[config.mk]
export PLATFORM = sky130hd
export DESIGN_NAME = idx_addr_gen
export DESIGN_NICKNAME = d
export VERILOG_FILES = /design/src/rtl/idx_pkg.sv /design/src/rtl/idx_decode.sv /design/src/rtl/idx_offset.sv /design/src/rtl/idx_adder.sv /design/src/rtl/idx_addr_gen.sv
export SDC_FILE = /design/constraint.sdc
export NUM_CORES = 1
export LEC_CHECK = 0
export ABC_CLOCK_PERIOD_IN_PS = 5800
export BUFFER_PORTS_ARGS = -buffer_cell sky130_fd_sc_hd__buf_4
export CAP_MARGIN = 10
export CORE_UTILIZATION = 38
export DETAILED_ROUTE_END_ITERATION = 10
export PLACE_DENSITY = 0.71
export SKIP_LAST_GASP = 1
export SLEW_MARGIN = 10
export SYNTH_ARGS = -nofsm -noshare
export SYNTH_HDL_FRONTEND = slang
export SYNTH_SLANG_ARGS = --single-unit
[constraint.sdc]
create_clock -name clk -period 5.8 [get_ports clk]
set_input_delay 1.74 -clock clk [delete_from_list [all_inputs] [get_ports clk]]
set_output_delay 1.74 -clock clk [all_outputs]
set_load 0.005 [all_outputs]
[src/rtl/idx_pkg.sv]
// Shared types for the indexed address generator.
// Assumes a byte-wide postbyte; widths of data paths are set by the modules.
package idx_pkg;

    typedef enum logic [2:0] {
        M_K5     = 3'd0,
        M_AUTO   = 3'd1,
        M_K9     = 3'd2,
        M_K16    = 3'd3,
        M_IND16  = 3'd4,
        M_ACC    = 3'd5,
        M_ACCIND = 3'd6
    } idx_mode_e;

    typedef enum logic [1:0] {
        R_X  = 2'd0,
        R_Y  = 2'd1,
        R_SP = 2'd2,
        R_PC = 2'd3
    } idx_reg_e;

    typedef enum logic {
        S_IDLE  = 1'b0,
        S_FETCH = 1'b1
    } idx_state_e;

endpackage

[src/rtl/idx_decode.sv]
// Postbyte decoder: classifies the postbyte into a mode family, picks the
// base register and accumulator, and reports the extra cycle cost.
// Assumes an 8-bit postbyte; purely combinational.
module idx_decode
    import idx_pkg::*;
#(
    parameter int CW = 2
) (
    input  logic [7:0]    pb,
    output idx_mode_e     mode,
    output idx_reg_e      base,
    output logic          post,
    output logic [1:0]    acc_sel,
    output logic [CW-1:0] xcyc
);

    // Priority decode of the mode families.
    always_comb begin
        mode    = M_K5;
        base    = idx_reg_e'(pb[7:6]);
        post    = pb[4];
        acc_sel = pb[1:0];
        xcyc    = '0;
        if (!pb[5]) begin
            mode = M_K5;
        end else if (pb[7:6] != 2'b11) begin
            mode = M_AUTO;
        end else begin
            base = idx_reg_e'(pb[4:3]);
            if (pb[2:0] == 3'b011) begin
                mode = M_IND16;
                xcyc = CW'(1);
            end else if (!pb[2]) begin
                if (pb[1]) begin
                    mode = M_K16;
                    xcyc = CW'(1);
                end else begin
                    mode = M_K9;
                end
            end else if (pb[1:0] == 2'b11) begin
                mode = M_ACCIND;
                xcyc = CW'(1);
            end else begin
                mode = M_ACC;
            end
        end
    end

endmodule

[src/rtl/idx_offset.sv]
// Offset builder: forms the AW-bit signed or unsigned offset that a mode
// adds to its base register. Assumes AW is twice the byte width BW.
module idx_offset
    import idx_pkg::*;
#(
    parameter int BW = 8
) (
    input  idx_mode_e       mode,
    input  logic [1:0]      acc_sel,
    input  logic [4:0]      pb_lo,
    input  logic [BW-1:0]   ext0,
    input  logic [BW-1:0]   ext1,
    input  logic [BW-1:0]   acc_a,
    input  logic [BW-1:0]   acc_b,
    output logic [2*BW-1:0] off
);

    localparam int AW = 2 * BW;

    logic [AW-1:0] step;

    // Auto-modify step: 0..7 -> +1..+8, 8..15 -> -8..-1.
    always_comb begin
        if (pb_lo[3]) step = {{(AW-4){1'b1}}, pb_lo[3:0]};
        else          step = {{(AW-4){1'b0}}, pb_lo[3:0]} + AW'(1);
    end

    // Offset selection by mode family.
    always_comb begin
        case (mode)
            M_K5:    off = {{(AW-5){pb_lo[4]}}, pb_lo};
            M_AUTO:  off = step;
            M_K9:    off = {{(AW-BW){pb_lo[0]}}, ext0};
            M_K16,
            M_IND16: off = {ext0, ext1};
            M_ACC,
            M_ACCIND: begin
                case (acc_sel)
                    2'd0:    off = {{(AW-BW){1'b0}}, acc_a};
                    2'd1:    off = {{(AW-BW){1'b0}}, acc_b};
                    default: off = {acc_a, acc_b};
                endcase
            end
            default: off = '0;
        endcase
    end

endmodule

[src/rtl/idx_adder.sv]
// Base select and address adder: picks the base register, adds the offset
// modulo 2^AW, and chooses between the sum and the base for post-modify.
module idx_adder
    import idx_pkg::*;
#(
    parameter int AW = 16
) (
    input  idx_mode_e     mode,
    input  idx_reg_e      base,
    input  logic          post,
    input  logic [AW-1:0] reg_x,
    input  logic [AW-1:0] reg_y,
    input  logic [AW-1:0] reg_sp,
    input  logic [AW-1:0] reg_pc,
    input  logic [AW-1:0] off,
    output logic [AW-1:0] sum,
    output logic [AW-1:0] ea_direct
);

    logic [AW-1:0] base_val;

    // Base register multiplexer.
    always_comb begin
        case (base)
            R_X:     base_val = reg_x;
            R_Y:     base_val = reg_y;
            R_SP:    base_val = reg_sp;
            default: base_val = reg_pc;
        endcase
    end

    // Wrapping sum and pre/post selection.
    always_comb begin
        sum       = base_val + off;
        ea_direct = (mode == M_AUTO && post) ? base_val : sum;
    end

endmodule

[src/rtl/idx_addr_gen.sv]
// Indexed operand address generator top. Captures a postbyte on start,
// returns the address one cycle later for direct modes, or after a pointer
// fetch handshake for indirect modes. Assumes ptr_ack only while ptr_req.
module idx_addr_gen
    import idx_pkg::*;
#(
    parameter int BW = 8,
    parameter int CW = 2
) (
    input  logic                clk,
    input  logic                rst_n,
    input  logic                start,
    input  logic [7:0]          postbyte,
    input  logic [BW-1:0]       ext0,
    input  logic [BW-1:0]       ext1,
    input  logic [2*BW-1:0]     reg_x,
    input  logic [2*BW-1:0]     reg_y,
    input  logic [2*BW-1:0]     reg_sp,
    input  logic [2*BW-1:0]     reg_pc,
    input  logic [BW-1:0]       acc_a,
    input  logic [BW-1:0]       acc_b,
    input  logic                ptr_ack,
    input  logic [2*BW-1:0]     ptr_data,
    output logic                done,
    output logic [2*BW-1:0]     eff_addr,
    output logic                wb_en,
    output logic [1:0]          wb_sel,
    output logic [2*BW-1:0]     wb_val,
    output logic                ind_read,
    output logic [CW-1:0]       extra_cyc,
    output logic                ptr_req,
    output logic [2*BW-1:0]     ptr_addr
);

    localparam int AW = 2 * BW;

    idx_mode_e     mode;
    idx_reg_e      base;
    logic          post;
    logic [1:0]    acc_sel;
    logic [CW-1:0] xcyc;
    logic [AW-1:0] off;
    logic [AW-1:0] sum;
    logic [AW-1:0] ea_direct;
    logic          is_ind;
    idx_state_e    st;

    idx_decode #(.CW(CW)) dec_i (
        .pb(postbyte), .mode(mode), .base(base), .post(post),
        .acc_sel(acc_sel), .xcyc(xcyc)
    );

    idx_offset #(.BW(BW)) off_i (
        .mode(mode), .acc_sel(acc_sel), .pb_lo(postbyte[4:0]),
        .ext0(ext0), .ext1(ext1), .acc_a(acc_a), .acc_b(acc_b), .off(off)
    );

    idx_adder #(.AW(AW)) add_i (
        .mode(mode), .base(base), .post(post),
        .reg_x(reg_x), .reg_y(reg_y), .reg_sp(reg_sp), .reg_pc(reg_pc),
        .off(off), .sum(sum), .ea_direct(ea_direct)
    );

    // Indirect mode detect.
    always_comb is_ind = (mode == M_IND16) || (mode == M_ACCIND);

    // Pointer request follows the fetch state.
    always_comb ptr_req = (st == S_FETCH);

    // Capture, fetch handshake and result pulse.
    always_ff @(posedge clk) begin
        if (!rst_n) begin
            st        <= S_IDLE;
            done      <= 1'b0;
            eff_addr  <= '0;
            wb_en     <= 1'b0;
            wb_sel    <= 2'd0;
            wb_val    <= '0;
            ind_read  <= 1'b0;
            extra_cyc <= '0;
            ptr_addr  <= '0;
        end else begin
            done  <= 1'b0;
            wb_en <= 1'b0;
            case (st)
                S_IDLE: begin
                    if (start) begin
                        ind_read  <= is_ind;
                        extra_cyc <= xcyc;
                        wb_sel    <= base;
                        wb_val    <= sum;
                        if (is_ind) begin
                            ptr_addr <= sum;
                            st       <= S_FETCH;
                        end else begin
                            eff_addr <= ea_direct;
                            wb_en    <= (mode == M_AUTO);
                            done     <= 1'b1;
                        end
                    end
                end
                default: begin
                    if (ptr_ack) begin
                        eff_addr <= ptr_data;
                        done     <= 1'b1;
                        st       <= S_IDLE;
                    end
                end
            endcase
        end
    end

endmodule

==> results of run 1 <==
==> synth_stat cells, drive strengths merged (2+ instances only) <==
library cell	instances
a21boi	25
mux2i	9
a21o	5
a221oi	8
o211a	3
o2111a	3
o2111ai	3
nand3b	12
a221o	7
and4b	3
o21ai	36
nor4b	6
mux4	15
dfxtp	55
and3	4
a2111oi	3
xnor2	8
a31oi	7
o21a	2
nor2b	6
a21oi	22
inv	10
nand2b	12
o211ai	8
nor2	22
nand2	88
clkbuf	27
a211oi	6
a22oi	10
buf	8
nand3	24
nor3	8
xor2	3
ha	20
and2	8
==> kinds of logic (layout without fill, tap and decap cells) <==
group                      count (synthesis)  in the layout  synth area share [%]
adders and majority gates                 21             21                  6.33
other                                      1              1                0.0879
muxes                                     25             25                  10.6
AOI/OAI and AO/OA                        155            155                  27.3
xor gates and xnor gates                  11             11                  2.26
and+or+nand+nor                          197            197                  23.3
buffers and inverters                     45            208                  4.40
DFF                                       55             55                  25.8
==> power by group <==
part / switching, W / internal (W)
registers: 0.0000237 / 0.000417
clock network: 0.000121 / 0.000126
logic: 0.000295 / 0.000269
total: 0.000439 / 0.000812
==> worst max-delay path: stages <==
cell,delay [ns]
buf_4,0.14
ha_1,0.18
inv_1,0.06
ha_1,0.35
nand2_1,0.14
nand2_1,0.13
and3_4,0.22
or2_0,0.31
a221o_1,0.33
ha_1,0.39
a21oi_1,0.21
o21ai_0,0.14
a41oi_2,0.21
o221a_1,0.46
nor3_1,0.12
a2111oi_2,0.41
nand2_1,0.07
==> final cells by class <==
class / instances / share of cell area, %
Tap cell: 140 / 3.00
Sequential cell: 55 / 18.9
Timing Repair Buffer: 191 / 24.6
Inverter: 10 / 0.643
Multi-Input combinational cell: 410 / 51.1
Clock buffer: 5 / 1.18
Clock inverter: 2 / 0.643
==> state kept, by name, summed over array words and instances, names as in the netlist <==
signal     cells
done           1
eff_addr      16
extra_cyc      1
ind_read       1
ptr_addr      16
ptr_req        1
wb_en          1
wb_sel         2
wb_val        16
==> routing by layer <==
metal  wire, µm  track usage [%]  up-vias
met4        476             10.9        0
met3       1030             3.62       29
li1           -                -     2222
met1       6100             31.5     2202
met5          0                0        -
met2       6810             41.2      224
==> what timing repair did <==
item / in CTS / in global routing
resized for setup: 0 / 1
buffers inserted: 0 / 2
endpoints found under the setup margin: 0 / 7
==> worst max path at each step <==
stage	startpoint	endpoint	slack, ns	depth (start not counted)
floorplan	postbyte[0]	wb_val[15]	0.53	18
global placement	postbyte[0]	eff_addr[14]	0.15	18
detailed placement	postbyte[0]	eff_addr[14]	-0.08	18
CTS	postbyte[0]	eff_addr[14]	0.23	18
global route	postbyte[0]	ptr_addr[15]	0.1	17
finish	postbyte[0]	ptr_addr[15]	0.37	17
==> stage by stage <==
stage	instance area, µm²	cells	worst slack (ns)	power, W
final	5840	813	0.366	0.00125
after global routing	5840	813	0.0967	0.00133
after CTS	5820	811	0.234	0.00125
after detailed placement	5710	804	-0.0813	0.00100
after global placement	5710	804	0.147	0.000993
after floorplan	4270	510	0.529	0.000776
==> impl_metrics.json, run 1 <==
{
  "ff2ff_setup_slack_ns": 3.29,
  "root_buffer": "clkbuf_8",
  "htree_levels": 2,
  "drtPass1Iterations": 5,
  "ir_drop_uv": 112,
  "multiInputGateArea_um2": 2980,
  "max_cap_viol_count": 0,
  "fmax_mhz": 184,
  "synth-async-reset-ratio_pct": 0,
  "die_area_um2": 11700,
  "cts_tree": "built",
  "detail_route.wl_per_cell_um": 17.7,
  "clk_pin_slew_ns": 0.09,
  "synth_area_leaders": "dfxtp_1 26%, nand2_1 7.7%, mux4_2 6.3%",
  "worst_pin_slew_ns": 0.928,
  "place_congestion": 0.923,
  "layout_common_cells": "191 x buf_4, 88 x nand2_1, 55 x dfxtp_1",
  "yosysSeqAreaShare_pct": 25.8,
  "layout_commonest_cell": "buf_4",
  "insertion_delay_ns": 0.30,
  "hold_end": "ptr_addr[15]",
  "synth_top_area_share_pct": 25.8,
  "cp_data_arrival_time_ns": 5.63,
  "fin_crit_sh_pct": 93.7,
  "drt_iter0_drc": 273,
  "grt_usage_pct": 24.7,
  "clockBufferDepth": 2,
  "drv_slew": 0,
  "port-buffer-count": 178,
  "period_minus_slack_ns": 5.43,
  "die_h_um": 108,
  "drive_above_1_share_pct": 34.0,
  "crit_type": "input port to flop",
  "antenna_found_initial": 0,
  "overflow": 0,
  "vias_per_cell": 5.75,
  "grt_max_degree": 64,
  "core_um2": 10900,
  "synth-seq-cells": 55,
  "syn_nets": 655,
  "route.antenna.remaining_nets": 0,
  "fin_nets": 818,
  "grt_pass1_vias": 4464,
  "hp-class": "flop to flop",
  "seqCellArea_um2": 1100,
  "setup_viol": 0,
  "crit_path_end_kind": "flop",
  "diodes": 0,
  "postCtsHoldBufs": 0,
  "via_count": 4677,
  "ios": 180,
  "grt_pass1_wl_um": 22500,
  "r2r-end": "eff_addr[15]",
  "postSynthCellCount": 510,
  "min_path_cells": 2,
  "p_per_area_nw_per_um2": 214,
  "synth-edff-count": 0,
  "cts_made_buffers": 5,
  "dpl.hpwl_um": 11900,
  "crit_path_max_fanout": 12,
  "ys.flop_type": "dfxtp_1",
  "rows": 38,
  "skew_ns": 0.00651,
  "syn_area_per_cell_um2": 8.37,
  "hp-start": "ptr_addr[15]",
  "worst_setup_path_start_kind": "input port",
  "tns_ns": 0,
  "p_leak_nw": 2.59,
  "die_w_um": 108,
  "hold-worst-slack_ns": 0.470,
  "fin_util_pct": 53.6,
  "synth_warnings": 0,
  "drc": 0,
  "cts.sinks": 55,
  "rsz0062_at_grt": "no",
  "yosysUniqueCellTypes": 64,
  "fill_cells": 1022,
  "status": "complete, no violations",
  "reg2reg_depth": 8,
  "netlist_area_um2": 4270,
  "critPathRequiredTime_ns": 5.99,
  "start_util_pct": 39.2,
  "syn2layout_area_growth_pct": 36.8,
  "relSlewSlack_pct": 38.2,
  "routed_wl_um": 14400,
  "synth_area_leader_cell": "dfxtp_1",
  "rr_startpoint": "ptr_req",
  "hold_viol_final": 0
}
Power figures use the tool's default switching activity.
==> run 2: changes to the inputs <==
Settings changed: BUFFER_PORTS_ARGS -buffer_cell sky130_fd_sc_hd__buf_4 to default, DONT_BUFFER_PORTS from default to 1, PLACE_DENSITY 0.71 to 0.57.
==> impl_metrics.json, run 2 (same netlist as run 1, synthesis figures left out) <==
{
  "fin_crit_sh_pct": 92.9,
  "cts_made_buffers": 5,
  "max_cap_viol_count": 0,
  "grt_max_degree": 64,
  "grt_pass1_vias": 3729,
  "power.share.switching_pct": 35.1,
  "drt_iter0_drc": 245,
  "rows": 38,
  "period_minus_slack_ns": 5.39,
  "crit_path_max_fanout": 12,
  "drv_slew": 0,
  "detail_route.wl_per_cell_um": 21.3,
  "drtPass1Iterations": 5,
  "antenna_found_initial": 0,
  "insertion_delay_ns": 0.31,
  "power_frac_comb_pct": 37.4,
  "cp_slowest_cell": "o221a_1",
  "crit_path_end_kind": "flop",
  "via_count": 3860,
  "grt_usage_pct": 23.3,
  "diodes": 0,
  "min_path_cells": 2,
  "crit_type": "input port to flop",
  "vias_per_cell": 6.07,
  "cp_data_arrival_time_ns": 5.58,
  "cts_tree": "built",
  "worst_setup_path_start_kind": "input port",
  "ctsResizeCount": 0,
  "clockBufferDepth": 2,
  "core_um2": 10900,
  "layout_commonest_cell": "nand2_1",
  "grt_pass1_wl_um": 20800,
  "internal_power_w": 0.000773,
  "port-buffer-count": 0,
  "start_util_pct": 39.2,
  "drive_above_1_share_pct": 10.1,
  "die_h_um": 108,
  "seqCellArea_um2": 1100,
  "clk_pin_slew_ns": 0.10,
  "cp_cell_sequence": "ha_1 -> inv_1 -> ha_1 -> nand2_1 -> nand2_1 -> and3_4 -> or2_0 -> a221o_1 -> ha_1 -> a21oi_1 -> o21ai_0 -> a41oi_2 -> o221a_1 -> nor3_1 -> a2111oi_2 -> nand2_1",
  "worst_pin_slew_ns": 0.944,
  "overflow": 0,
  "postCtsHoldBufs": 0,
  "fill_cells": 1107,
  "post_cts_buffers": 0,
  "stdcell_area_um2": 4520,
  "root_buffer": "clkbuf_8",
  "skew_ns": 0.0102,
  "relSlewSlack_pct": 35.2,
  "max_stage_delay_ns": 0.47,
  "reg2reg_depth": 8,
  "place_congestion": 0.874,
  "fin_util_pct": 41.5,
  "instances_no_fill": 636,
  "power.net_switching_w": 0.000419,
  "routed_wl_um": 13500,
  "critPathRequiredTime_ns": 5.99,
  "rsz0062_at_grt": "no",
  "route.antenna.remaining_nets": 0,
  "drc": 0,
  "htree_levels": 2,
  "cts.sinks": 55,
  "p_per_area_nw_per_um2": 263,
  "fin_nets": 640,
  "ir_drop_uv": 127,
  "die_area_um2": 11700,
  "dpl.hpwl_um": 11000,
  "hold-worst-slack_ns": 0.480,
  "tns_ns": 0,
  "multiInputGateArea_um2": 2980,
  "setup_viol": 0,
  "die_w_um": 108,
  "dp_cells": 628,
  "largestRegisters": "eff_addr x16, ptr_addr x16, wb_val x16",
  "hold_viol_final": 0,
  "power_frac_clock_pct": 24.9,
  "p_seq_share_pct": 37.7,
  "fmax_mhz": 186,
  "ios": 180,
  "syn2layout_area_growth_pct": 5.98,
  "p_leak_nw": 1.72,
  "status": "complete, no violations",
  "layout_common_cells": "88 x nand2_1, 55 x dfxtp_1, 29 x o21ai_0",
  "hp-class": "flop to flop",
  "place_area_um2": 4390
}
run 2: per-stage QoR:
stage | setup slack, ns | power [W]
finish | 0.409 | 0.00119
global route | 0.0861 | 0.00126
CTS | 0.464 | 0.00119
detailed placement | 0.142 | 0.000901
global placement | 0.297 | 0.000889
floorplan | 0.529 | 0.000776
run 2: worst paths after layout:
path	start	to	slack [ns]
min reg2reg	eff_addr[0]	eff_addr[0]	0.48
max reg2reg	ptr_req	eff_addr[15]	3.27
min	eff_addr[0]	eff_addr[0]	0.48
max	postbyte[0]	wb_val[15]	0.41
run 2: layout make-up:
| cell class | count | area share (%) |
|---|---|---|
| multi-input combinational | 410 | 65.9 |
| sequential | 55 | 24.3 |
| tap | 140 | 3.87 |
| timing repair buffer | 13 | 2.16 |
| clock buffer | 6 | 1.60 |
| clock inverter | 2 | 1.33 |
| inverter | 10 | 0.830 |
run 2: critical path: cells and delay by family:
kind | cells | cell delay, ns
AO/OA/AOI/OAI | 6 | 1.85
adder cells (fa/ha/maj) | 3 | 0.91
buffers and inverters | 1 | 0.06
AND/OR/NAND/NOR | 6 | 1.00
run 2: power groups by stage:
stage / Combinational (W) / Sequential, W / Clock (W)
after global placement: 0.000430 / 0.000458 / 0
after global routing: 0.000490 / 0.000455 / 0.000315
final: 0.000446 / 0.000449 / 0.000296
after floorplan: 0.000329 / 0.000448 / 0
after detailed placement: 0.000442 / 0.000459 / 0
after CTS: 0.000443 / 0.000450 / 0.000300
run 2: per-layer routing:
layer | share of wire (%) | GRT usage (%)
met1 | 44 | 30.4
met3 | 8.2 | 4.88
met2 | 47 | 39.3
met5 | 0 | 0
met4 | 1.4 | 4.79
==> run 3: changes to the inputs <==
--- a/config.mk
+++ b/config.mk
@@ -11,5 +11,5 @@
 export DETAILED_ROUTE_END_ITERATION = 10
 export DONT_BUFFER_PORTS = 1
-export PLACE_DENSITY = 0.57
+export PLACE_DENSITY = 0.56
 export SKIP_LAST_GASP = 1
 export SLEW_MARGIN = 10
==> constraint.sdc (replaced) <==
create_clock -name clk -period 5.8 [get_ports clk]
set_input_delay 0.29 -clock clk [delete_from_list [all_inputs] [get_ports clk]]
set_output_delay 0.29 -clock clk [all_outputs]
set_load 0.005 [all_outputs]
==> impl_metrics.json, run 3 (same netlist as run 1, synthesis figures left out) <==
{
  "status": "complete, no violations",
  "power_frac_comb_pct": 39.2,
  "crit_path_end_kind": "flop",
  "layout_common_cells": "88 x nand2_1, 55 x dfxtp_1, 29 x o21ai_0",
  "drt_iter0_drc": 251,
  "htree_levels": 2,
  "clk_pin_slew_ns": 0.10,
  "dpl.hpwl_um": 11200,
  "ctsResizeCount": 0,
  "cp_data_arrival_time_ns": 4.26,
  "worst_setup_path_start_kind": "input port",
  "ir_drop_uv": 121,
  "crit_type": "input port to flop",
  "fin_crit_sh_pct": 70.4,
  "via_count": 3827,
  "worst_pin_slew_ns": 0.890,
  "antenna_found_initial": 0,
  "port-buffer-count": 0,
  "power_frac_clock_pct": 19.2,
  "grt_pass1_wl_um": 21000,
  "layout_commonest_cell": "nand2_1",
  "seqCellArea_um2": 1100,
  "fill_cells": 1134,
  "routed_wl_um": 13800,
  "crit_path_max_fanout": 9,
  "syn2layout_area_growth_pct": 3.37,
  "grt_pass1_vias": 3698,
  "die_area_um2": 11700,
  "grt_usage_pct": 23.9,
  "largestRegisters": "eff_addr x16, ptr_addr x16, wb_val x16",
  "drtPass1Iterations": 5,
  "die_h_um": 108,
  "grt_max_degree": 64,
  "critPathRequiredTime_ns": 5.98,
  "hp-class": "input port to flop",
  "skew_ns": 0.00525,
  "cts.sinks": 55,
  "relSlewSlack_pct": 39.0,
  "postCtsHoldBufs": 0,
  "root_buffer": "clkbuf_8",
  "tns_ns": 0,
  "rsz0062_at_grt": "no",
  "insertion_delay_ns": 0.32,
  "power.share.switching_pct": 38.0,
  "drv_slew": 0,
  "drc": 0,
  "internal_power_w": 0.000671,
  "setup_viol": 0,
  "vias_per_cell": 6.09,
  "period_minus_slack_ns": 4.08,
  "ios": 180,
  "power.net_switching_w": 0.000411,
  "p_seq_share_pct": 41.5,
  "fin_nets": 632,
  "drive_above_1_share_pct": 8.40,
  "multiInputGateArea_um2": 2980,
  "dp_cells": 620,
  "die_w_um": 108,
  "core_um2": 10900,
  "instances_no_fill": 628,
  "route.antenna.remaining_nets": 0,
  "rows": 38,
  "p_leak_nw": 1.66,
  "p_per_area_nw_per_um2": 246,
  "detail_route.wl_per_cell_um": 21.9,
  "post_cts_buffers": 0,
  "diodes": 0,
  "start_util_pct": 39.2,
  "place_congestion": 0.874,
  "overflow": 0,
  "hold_viol_final": 0,
  "fmax_mhz": 245,
  "clockBufferDepth": 2,
  "cts_tree": "built",
  "cts_made_buffers": 5,
  "max_cap_viol_count": 0
}
## run 3: layout make-up
type	instances	area share [%]
inverter	10	0.851
clock inverter	1	0.113
timing repair buffer	5	0.851
multi-input combinational	410	67.5
tap	140	3.97
sequential	55	25.0
clock buffer	7	1.73
## run 3: power by group through the flow
stage               registers [W]  logic (W)  clock network, W
global route             0.000457   0.000475          0.000230
detailed placement       0.000460   0.000422                 0
CTS                      0.000451   0.000423          0.000217
finish                   0.000450   0.000425          0.000208
floorplan                0.000448   0.000329                 0
global placement         0.000459   0.000414                 0
## run 3: through the flow
step / total power (W) / instance area (µm²) / utilization, % / setup WS, ns / hold WS (ns)
3_3_place_gp: 0.000873 / 4330 / 39.8 / 1.57 / 0.420
3_5_place_dp: 0.000881 / 4330 / 39.8 / 1.39 / 0.423
5_1_grt: 0.00116 / 4410 / 40.5 / 1.32 / 0.0901
6_report: 0.00108 / 4410 / 40.5 / 1.72 / 0.110
2_1_floorplan: 0.000776 / 4270 / - / 1.98 / 0.447
4_1_cts: 0.00109 / 4410 / 40.5 / 1.74 / 0.0894
## run 3: final timing paths
kind                from            to  slack [ns]  depth (start not counted)
min reg2reg   wb_val[10]    wb_val[10]        0.48                          2
max          postbyte[0]  eff_addr[14]        1.72                         18
min                rst_n          done        0.11                          1
max reg2reg      ptr_req  eff_addr[15]        3.28                          8
## run 3: layer usage
layer	wire length [µm]	GRT usage, %	part of all wire (%)
met5	0	0	0
met3	1300	6.27	9.4
met2	6330	39.9	46
met1	5970	30.4	43
met4	155	5.97	1.1
## run 3: worst max-delay path, cell delays in order
cell      delay [ns]
ha_1            0.14
inv_1           0.06
ha_1            0.36
a21boi_1        0.17
o21ai_1         0.50
nor2_1          0.11
a221oi_1        0.24
o21ai_0         0.17
ha_1            0.25
inv_1           0.08
fa_1            0.20
nor2b_1         0.07
o211ai_1        0.25
a211oi_1        0.16
o41ai_2         0.43
nor3_1          0.12
a211oi_1        0.51
a31oi_1         0.15
